==> src/rtl/sar_pkg.sv <==
package sar_pkg;
    typedef enum logic [1:0] {
        ST_IDLE  = 2'd0,
        ST_ALIGN = 2'd1,
        ST_CONV  = 2'd2
    } sar_state_e;
endpackage

==> src/rtl/sar_ctl.sv <==
module sar_ctl
    import sar_pkg::*;
(
    input  logic clk,
    input  logic rst_n,
    input  logic ctl_we,
    input  logic ctl_en,
    input  logic ctl_go,
    input  logic conv_tick,
    input  logic last_bit,
    output logic en_q,
    output logic busy,
    output logic sample_on,
    output logic align_fire,
    output logic step_fire,
    output logic load_fire,
    output logic abort_fire
);
    sar_state_e state_q, state_d;
    logic start_req;

    // a start counts only if the block was enabled before this write
    assign start_req  = ctl_we && ctl_go && ctl_en && en_q;
    assign abort_fire = ctl_we && (!ctl_go || !ctl_en) && (state_q != ST_IDLE);

    always_comb begin
        state_d = state_q;
        unique case (state_q)
            ST_IDLE: begin
                if (start_req) state_d = ST_ALIGN;
            end
            ST_ALIGN: begin
                if (abort_fire)     state_d = ST_IDLE;
                else if (conv_tick) state_d = ST_CONV;
            end
            ST_CONV: begin
                if (abort_fire)                 state_d = ST_IDLE;
                else if (conv_tick && last_bit) state_d = ST_IDLE;
            end
            default: state_d = ST_IDLE;
        endcase
    end

    always_ff @(posedge clk or negedge rst_n) begin
        if (!rst_n) begin
            state_q <= ST_IDLE;
            en_q    <= 1'b0;
        end else begin
            state_q <= state_d;
            if (ctl_we) en_q <= ctl_en;
        end
    end

    always_comb begin
        busy       = (state_q != ST_IDLE);
        sample_on  = (state_q == ST_IDLE);
        align_fire = (state_q == ST_ALIGN) && conv_tick && !abort_fire;
        step_fire  = (state_q == ST_CONV) && conv_tick && !abort_fire;
        load_fire  = step_fire && last_bit;
    end

    assert_start_gate_R2: assert property (@(posedge clk) disable iff (!rst_n)
        $rose(busy) |-> $past(en_q));
    assert_abort_idle_R9: assert property (@(posedge clk) disable iff (!rst_n)
        abort_fire |=> (!busy && sample_on));
endmodule

==> src/rtl/sar_step.sv <==
module sar_step #(
    parameter int RES_W = 10
) (
    input  logic             clk,
    input  logic             rst_n,
    input  logic             align_fire,
    input  logic             step_fire,
    input  logic             clr,
    input  logic             cmp_below,
    output logic [RES_W-1:0] code,
    output logic [RES_W-1:0] resolved,
    output logic             last_bit
);
    localparam int IDX_W = (RES_W > 1) ? $clog2(RES_W) : 1;
    localparam logic [RES_W-1:0] MSB_ONE = {1'b1, {(RES_W-1){1'b0}}};

    logic [IDX_W-1:0] idx;
    logic [RES_W-1:0] next_code;

    always_comb begin
        resolved = code;
        if (cmp_below) resolved[idx] = 1'b0;
        next_code = resolved;
        if (idx != '0) next_code[idx - IDX_W'(1)] = 1'b1;
    end

    assign last_bit = (idx == '0);

    always_ff @(posedge clk or negedge rst_n) begin
        if (!rst_n) begin
            code <= '0;
            idx  <= '0;
        end else if (clr) begin
            code <= '0;
            idx  <= '0;
        end else if (align_fire) begin
            code <= MSB_ONE;
            idx  <= IDX_W'(RES_W - 1);
        end else if (step_fire) begin
            code <= next_code;
            idx  <= idx - IDX_W'(1);
        end
    end

    assert_msb_first_R4: assert property (@(posedge clk) disable iff (!rst_n)
        (align_fire && !clr) |=> (code == MSB_ONE));
    assert_idx_walk_R5: assert property (@(posedge clk) disable iff (!rst_n)
        (step_fire && !clr && idx != '0) |=> (idx == $past(idx) - IDX_W'(1)));
endmodule

==> src/rtl/sar_pack.sv <==
module sar_pack #(
    parameter int RES_W  = 10,
    parameter int BYTE_W = 8
) (
    input  logic [RES_W-1:0]    value,
    input  logic                right_just,
    output logic [2*BYTE_W-1:0] pair
);
    localparam int PAIR_W = 2 * BYTE_W;
    localparam int PAD_W  = PAIR_W - RES_W;

    generate
        if (PAD_W > 0) begin : g_pad
            always_comb begin
                if (right_just) pair = {{PAD_W{1'b0}}, value};
                else            pair = {value, {PAD_W{1'b0}}};
            end
        end else begin : g_fit
            assign pair = value;
        end
    endgenerate
endmodule

==> src/rtl/sar_seq.sv <==
module sar_seq #(
    parameter int RES_W  = 10,
    parameter int BYTE_W = 8
) (
    input  logic              clk,
    input  logic              rst_n,
    input  logic              ctl_we,
    input  logic              ctl_en,
    input  logic              ctl_go,
    input  logic              ctl_fmt,
    input  logic              flag_clr,
    input  logic              res_hi_we,
    input  logic              res_lo_we,
    input  logic [BYTE_W-1:0] res_wdata,
    input  logic              conv_tick,
    input  logic              cmp_below,
    output logic              busy,
    output logic              sample_on,
    output logic [RES_W-1:0]  dac_code,
    output logic [BYTE_W-1:0] res_hi,
    output logic [BYTE_W-1:0] res_lo,
    output logic              irq_flag
);
    localparam int PAIR_W = 2 * BYTE_W;
    localparam int PAD_W  = PAIR_W - RES_W;

    logic en_q, fmt_q;
    logic align_fire, step_fire, load_fire, abort_fire, last_bit;
    logic [RES_W-1:0]  resolved;
    logic [PAIR_W-1:0] packed_val, res_q;

    sar_ctl u_ctl (
        .clk(clk), .rst_n(rst_n), .ctl_we(ctl_we), .ctl_en(ctl_en), .ctl_go(ctl_go),
        .conv_tick(conv_tick), .last_bit(last_bit), .en_q(en_q), .busy(busy),
        .sample_on(sample_on), .align_fire(align_fire), .step_fire(step_fire),
        .load_fire(load_fire), .abort_fire(abort_fire)
    );

    sar_step #(.RES_W(RES_W)) u_step (
        .clk(clk), .rst_n(rst_n), .align_fire(align_fire), .step_fire(step_fire),
        .clr(load_fire || abort_fire), .cmp_below(cmp_below), .code(dac_code),
        .resolved(resolved), .last_bit(last_bit)
    );

    sar_pack #(.RES_W(RES_W), .BYTE_W(BYTE_W)) u_pack (
        .value(resolved), .right_just(fmt_q), .pair(packed_val)
    );

    always_ff @(posedge clk or negedge rst_n) begin
        if (!rst_n) begin
            fmt_q    <= 1'b0;
            res_q    <= '0;
            irq_flag <= 1'b0;
        end else begin
            if (ctl_we) fmt_q <= ctl_fmt;
            if (load_fire) begin
                res_q <= packed_val;
            end else begin
                if (res_hi_we) res_q[PAIR_W-1:BYTE_W] <= res_wdata;
                if (res_lo_we) res_q[BYTE_W-1:0]      <= res_wdata;
            end
            if (load_fire)     irq_flag <= 1'b1;
            else if (flag_clr) irq_flag <= 1'b0;
        end
    end

    assign res_hi = res_q[PAIR_W-1:BYTE_W];
    assign res_lo = res_q[BYTE_W-1:0];

    assert_done_flag_R6: assert property (@(posedge clk) disable iff (!rst_n)
        load_fire |=> (irq_flag && !busy && sample_on));
    assert_left_fill_R7: assert property (@(posedge clk) disable iff (!rst_n)
        (load_fire && !fmt_q) |=> (res_q[PAD_W-1:0] == '0));
    assert_right_fill_R8: assert property (@(posedge clk) disable iff (!rst_n)
        (load_fire && fmt_q) |=> (res_q[PAIR_W-1 -: PAD_W] == '0));
    assert_abort_keep_R9: assert property (@(posedge clk) disable iff (!rst_n)
        (abort_fire && !res_hi_we && !res_lo_we) |=> ($stable(res_q) && !$rose(irq_flag)));
    assert_flag_hold_R10: assert property (@(posedge clk) disable iff (!rst_n)
        (irq_flag && !flag_clr) |=> irq_flag);
endmodule

==> config.mk <==
export PLATFORM = sky130hd
export DESIGN_NAME = sar_seq
export DESIGN_NICKNAME = d
export VERILOG_FILES = /design/src/rtl/sar_pkg.sv /design/src/rtl/sar_ctl.sv /design/src/rtl/sar_step.sv /design/src/rtl/sar_pack.sv /design/src/rtl/sar_seq.sv
export SDC_FILE = /design/constraint.sdc
export NUM_CORES = 1
export LEC_CHECK = 0
export BUFFER_PORTS_ARGS = -buffer_cell sky130_fd_sc_hd__buf_2
export CORE_MARGIN = 2
export CORE_UTILIZATION = 53
export DETAILED_ROUTE_END_ITERATION = 6
export GPL_TIMING_DRIVEN = 0
export PLACE_DENSITY = 0.9
export SYNTH_ARGS = -nofsm -noshare
export SYNTH_HDL_FRONTEND = slang
export SYNTH_SLANG_ARGS = --single-unit
==> constraint.sdc <==
create_clock -name clk -period 2.9 [get_ports clk]
set_input_delay 0.145 -clock clk [delete_from_list [all_inputs] [get_ports clk]]
set_output_delay 0.145 -clock clk [all_outputs]
set_load 0.03 [all_outputs]
==> results.txt <==
----------------------------------------------------
[Outcome]
  Run status ... completed

[Run]
  Number of maximum-capacitance constraint violations ... 0

[STA]
  Worst hold margin ... 0.0341 ns
  Number of endpoints failing setup at the final stage ... 0
  Final cycle utilization of the critical path ... 89.9%
  Maximum clock frequency ... 383 MHz
  Final hold vios ... 0
  Slew at the pin with the worst max-slew slack ... 0.752 ns
  Worst path setup slack after routing ... 0.292 ns
  Period minus WS final ... 2.61 ns
  RSZ-0062 raised after global routing ... no
  Setup_tns ... 0 ns
  Largest clock skew in the final design ... 0.00127 ns
  Max-slew violations ... 0
  Worst rel slew slack ... 49.9%

[Cells and area]
  Number of filler instances in the final layout ... 294
  Footprint of the multi-input gates ... 1060 um^2
  FF+latch area ... 876 um^2
  Final core occ ... 65.6%
  Post-route cell area ... 2400 um^2
  Post-synthesis to final-layout area growth ... 19.0%
  Commonest cells after routing, fill and taps aside ... 46 x buf_2, 35 x dfrtp_1, 25 x o21ai_0, 17 x nand2_1, 11 x mux2i_1
  Net count, final ... 291
  Leading cell type in the layout, fill and taps excluded ... buf_2
  Ratio of cells with drive above 1 in the final layout ... 24.8%
  Number of diodes ... 0

[Synthesis]
  Post-synth EDFFs ... 0
  Portion of synthesized cell area occupied by the leading cell type ... 43.4%
  Fraction of the mapped netlist area in compound gates ... 22.2%
  Adder-Cell Fraction of Synth Area ... 3.72%
  Synthesized netlist net count ... 238
  Top FF cell, synth ... dfrtp_1
  Most area-hungry cell type in the Yosys netlist ... dfrtp_1
  Simple-gate share of the synthesized area ... 17.8%
  Mean instance size in the synthesized netlist ... 9.48 um^2
  Post-synthesis sequential element count ... 35
  Sequential element share of the synthesized area ... 43.4%
  Share of cell area taken by muxes after synthesis ... 8.24%
  Number of different library cells in the post-synthesis netlist ... 49
  Synthesized instance count ... 213
  Number of warnings issued by yosys ... 0
  Combinational family with the most area after synthesis ... compound AO/OA/AOI/OAI gates
  Post-Synthesis Cell Area ... 2020 um^2
  Synthesized-area fraction occupied by xor and xnor cells ... 0.434%
  Main area contributors after synthesis ... dfrtp_1 43%, o21ai_0 6.2%, mux2i_1 5.5%
  Async SR Flop Fraction ... 100%

[Setup path]
  Slowest stage cell on the critical path ... nor3_2
  Critical Setup Path Class ... reg -> reg
  Endpoint kind of the worst setup timing path ... flip-flop
  Required time of the critical path ... 3.06 ns
  Gate family responsible for the most delay along the worst path ... simple AND/OR/NAND/NOR gates
  Crit path DAT ... 2.76 ns
  Max stage delay on crit path ... 0.53 ns
  Crit-path cells ... inv_1 -> ha_1 -> or3b_1 -> buf_2 -> nor3_2 -> clkbuf_1 -> o21ai_0
  Worst path buffer plus inverter count ... 3
  Type of origin of the critical path ... flip-flop
  Max FO, Critical Path ... 10

[Power]
  Max IR drop VDD ... 0.243 mV
  Pwr Density ... 556 nW/um^2
  Fraction of power spent switching nets ... 35.7%
  Sequential power share ... 43.2%
  Combinational cell fraction of total power ... 30.1%
  Leakage ... 0.00110 uW
  Design internal power ... 858 uW
  Power spent charging and discharging nets ... 477 uW
  Clock power frac ... 26.7%

[GRT]
  Global-route usage over all layers ... 24.1%
  Number of global-route vias before repair ... 1673
  Leftover overflow at the end of global routing ... 0
  Wire length of the first global-routing pass ... 7800 um
  Largest net degree at the start of global routing ... 36
  Number of antenna violations at the first check in global routing ... 0

[Detailed routing]
  Detailed-router iteration count before antenna repair ... 4
  Iteration-0 DRC Markers ... 175
  Via count ... 1839
  Detailed-route vias per instance ... 5.86
  Overall routed net length ... 4660 um
  Detail Route Antenna Nets ... 0
  Routed length per placed instance ... 14.8 um
  Final routed DRC violation total ... 0

[Floorplanning]
  Width of the die ... 65.7 um
  Height of the chip ... 65.7 um
  Core Box Area ... 3660 um^2
  Effective utilization at floorplan ... 55.2%
  Top-level I/O count ... 48
  Cell row count ... 22
  DIE AREA ... 4320 um^2

[Clock tree]
  TritonCTS clock tree ... done
  Maximum number of buffers from clock root to sink ... 2
  TritonCTS Buffers ... 5
  H-tree levels ... 2
  Clock sink count ... 35
  Root Buffer Master ... clkbuf_8
  Clock edge transition at the registers on the reported setup and hold paths ... 0.07 ns
  Clock latency reported for the late side of the worst-skew pair ... 0.29 ns
  Cts repair resizes ... 0

[Place]
  Minimum setup slack after placement ... 0.284 ns
  Placer Congestion ... 0.894
  Sum of net half-perimeters after detailed placement ... 3530 um
  Placed inst area ... 2300 um^2
  Quantity of I/O buffers inserted on ports ... 45

[Min path]
  Worst min-delay path class ... in -> reg

----------------------------------------------------
==> power groups by stage <==
stage          Sequential [uW]  Clock (uW)  Combinational [uW]
3_3_place_gp               582           0                 389
5_1_grt                    583         392                 443
2_1_floorplan              638           0                 224
3_5_place_dp               585           0                 396
6_report                   577         357                 402
4_1_cts                    576         362                 400
==> worst paths after layout <==
kind / from / to / slack [ns] / cells after the start
max in group asynchronous: rst_n / u_step.code[3] / 1.97 / 2
setup / recovery: u_step.idx[0] / res_q[2] / 0.29 / 7
hold reg to reg: u_ctl.en_q / u_ctl.en_q / 0.51 / 1
min in group asynchronous: rst_n / res_q[7] / 0.46 / 2
hold / removal: flag_clr / irq_flag / 0.03 / 2
setup reg to reg: u_step.idx[0] / res_q[2] / 0.29 / 7
==> repair_timing <==
action / 4_1_cts / 5_1_grt
hold buffers: 1 / 0
setup endpoints to repair: 0 / 0
buffers inserted: 0 / 0
endpoints found under the hold margin: 35 / 0
==> Yosys cell counts, types with 4 or more instances <==
| cell | n |
|---|---|
| a21oi_1 | 4 |
| a31oi_1 | 4 |
| clkbuf_1 | 8 |
| dfrtp_1 | 35 |
| ha_1 | 6 |
| inv_1 | 8 |
| mux2_2 | 5 |
| mux2i_1 | 11 |
| nand2_1 | 17 |
| nand3_1 | 7 |
| nand4_1 | 5 |
| nor2_1 | 9 |
| nor2b_1 | 6 |
| nor3_1 | 4 |
| o211ai_1 | 5 |
| o21ai_0 | 25 |
| or3_1 | 6 |
==> stage by stage <==
step	cells	total power [uW]
floorplan	213	862
global placement	306	971
detailed placement	306	981
CTS	314	1340
global route	314	1420
finish	314	1340
==> registers in the layout, indices dropped and copies added (netlist names) <==
name / cells
irq_flag: 1
u_ctl.en_q: 1
fmt_q: 1
u_ctl.state_q: 2
res_q: 16
u_step.idx: 4
u_step.code: 10
==> kinds of logic after synthesis <==
family / count (synthesis)
flops: 35
mux: 16
xor+xnor: 1
simple gates: 67
fa+ha+maj: 6
compound gates: 68
buf+inv: 20
==> area by class of cell <==
type	count	share of cell area, %
sequential	35	36.5
clock inverter	1	0.208
buffer	12	2.24
timing repair buffer	46	9.79
multi-input combinational	158	44.1
clock buffer	6	3.44
inverter	8	1.25
tap	48	2.50
==> routing by layer <==
layer	track usage, %	vias up	part of all wire [%]
met5	0	-	0
met4	6.25	0	1.1
met3	5.99	7	7.8
met2	41.3	78	50
met1	30.3	862	41
li1	-	892	-
Note: power is estimated with default switching activity, not from simulation.
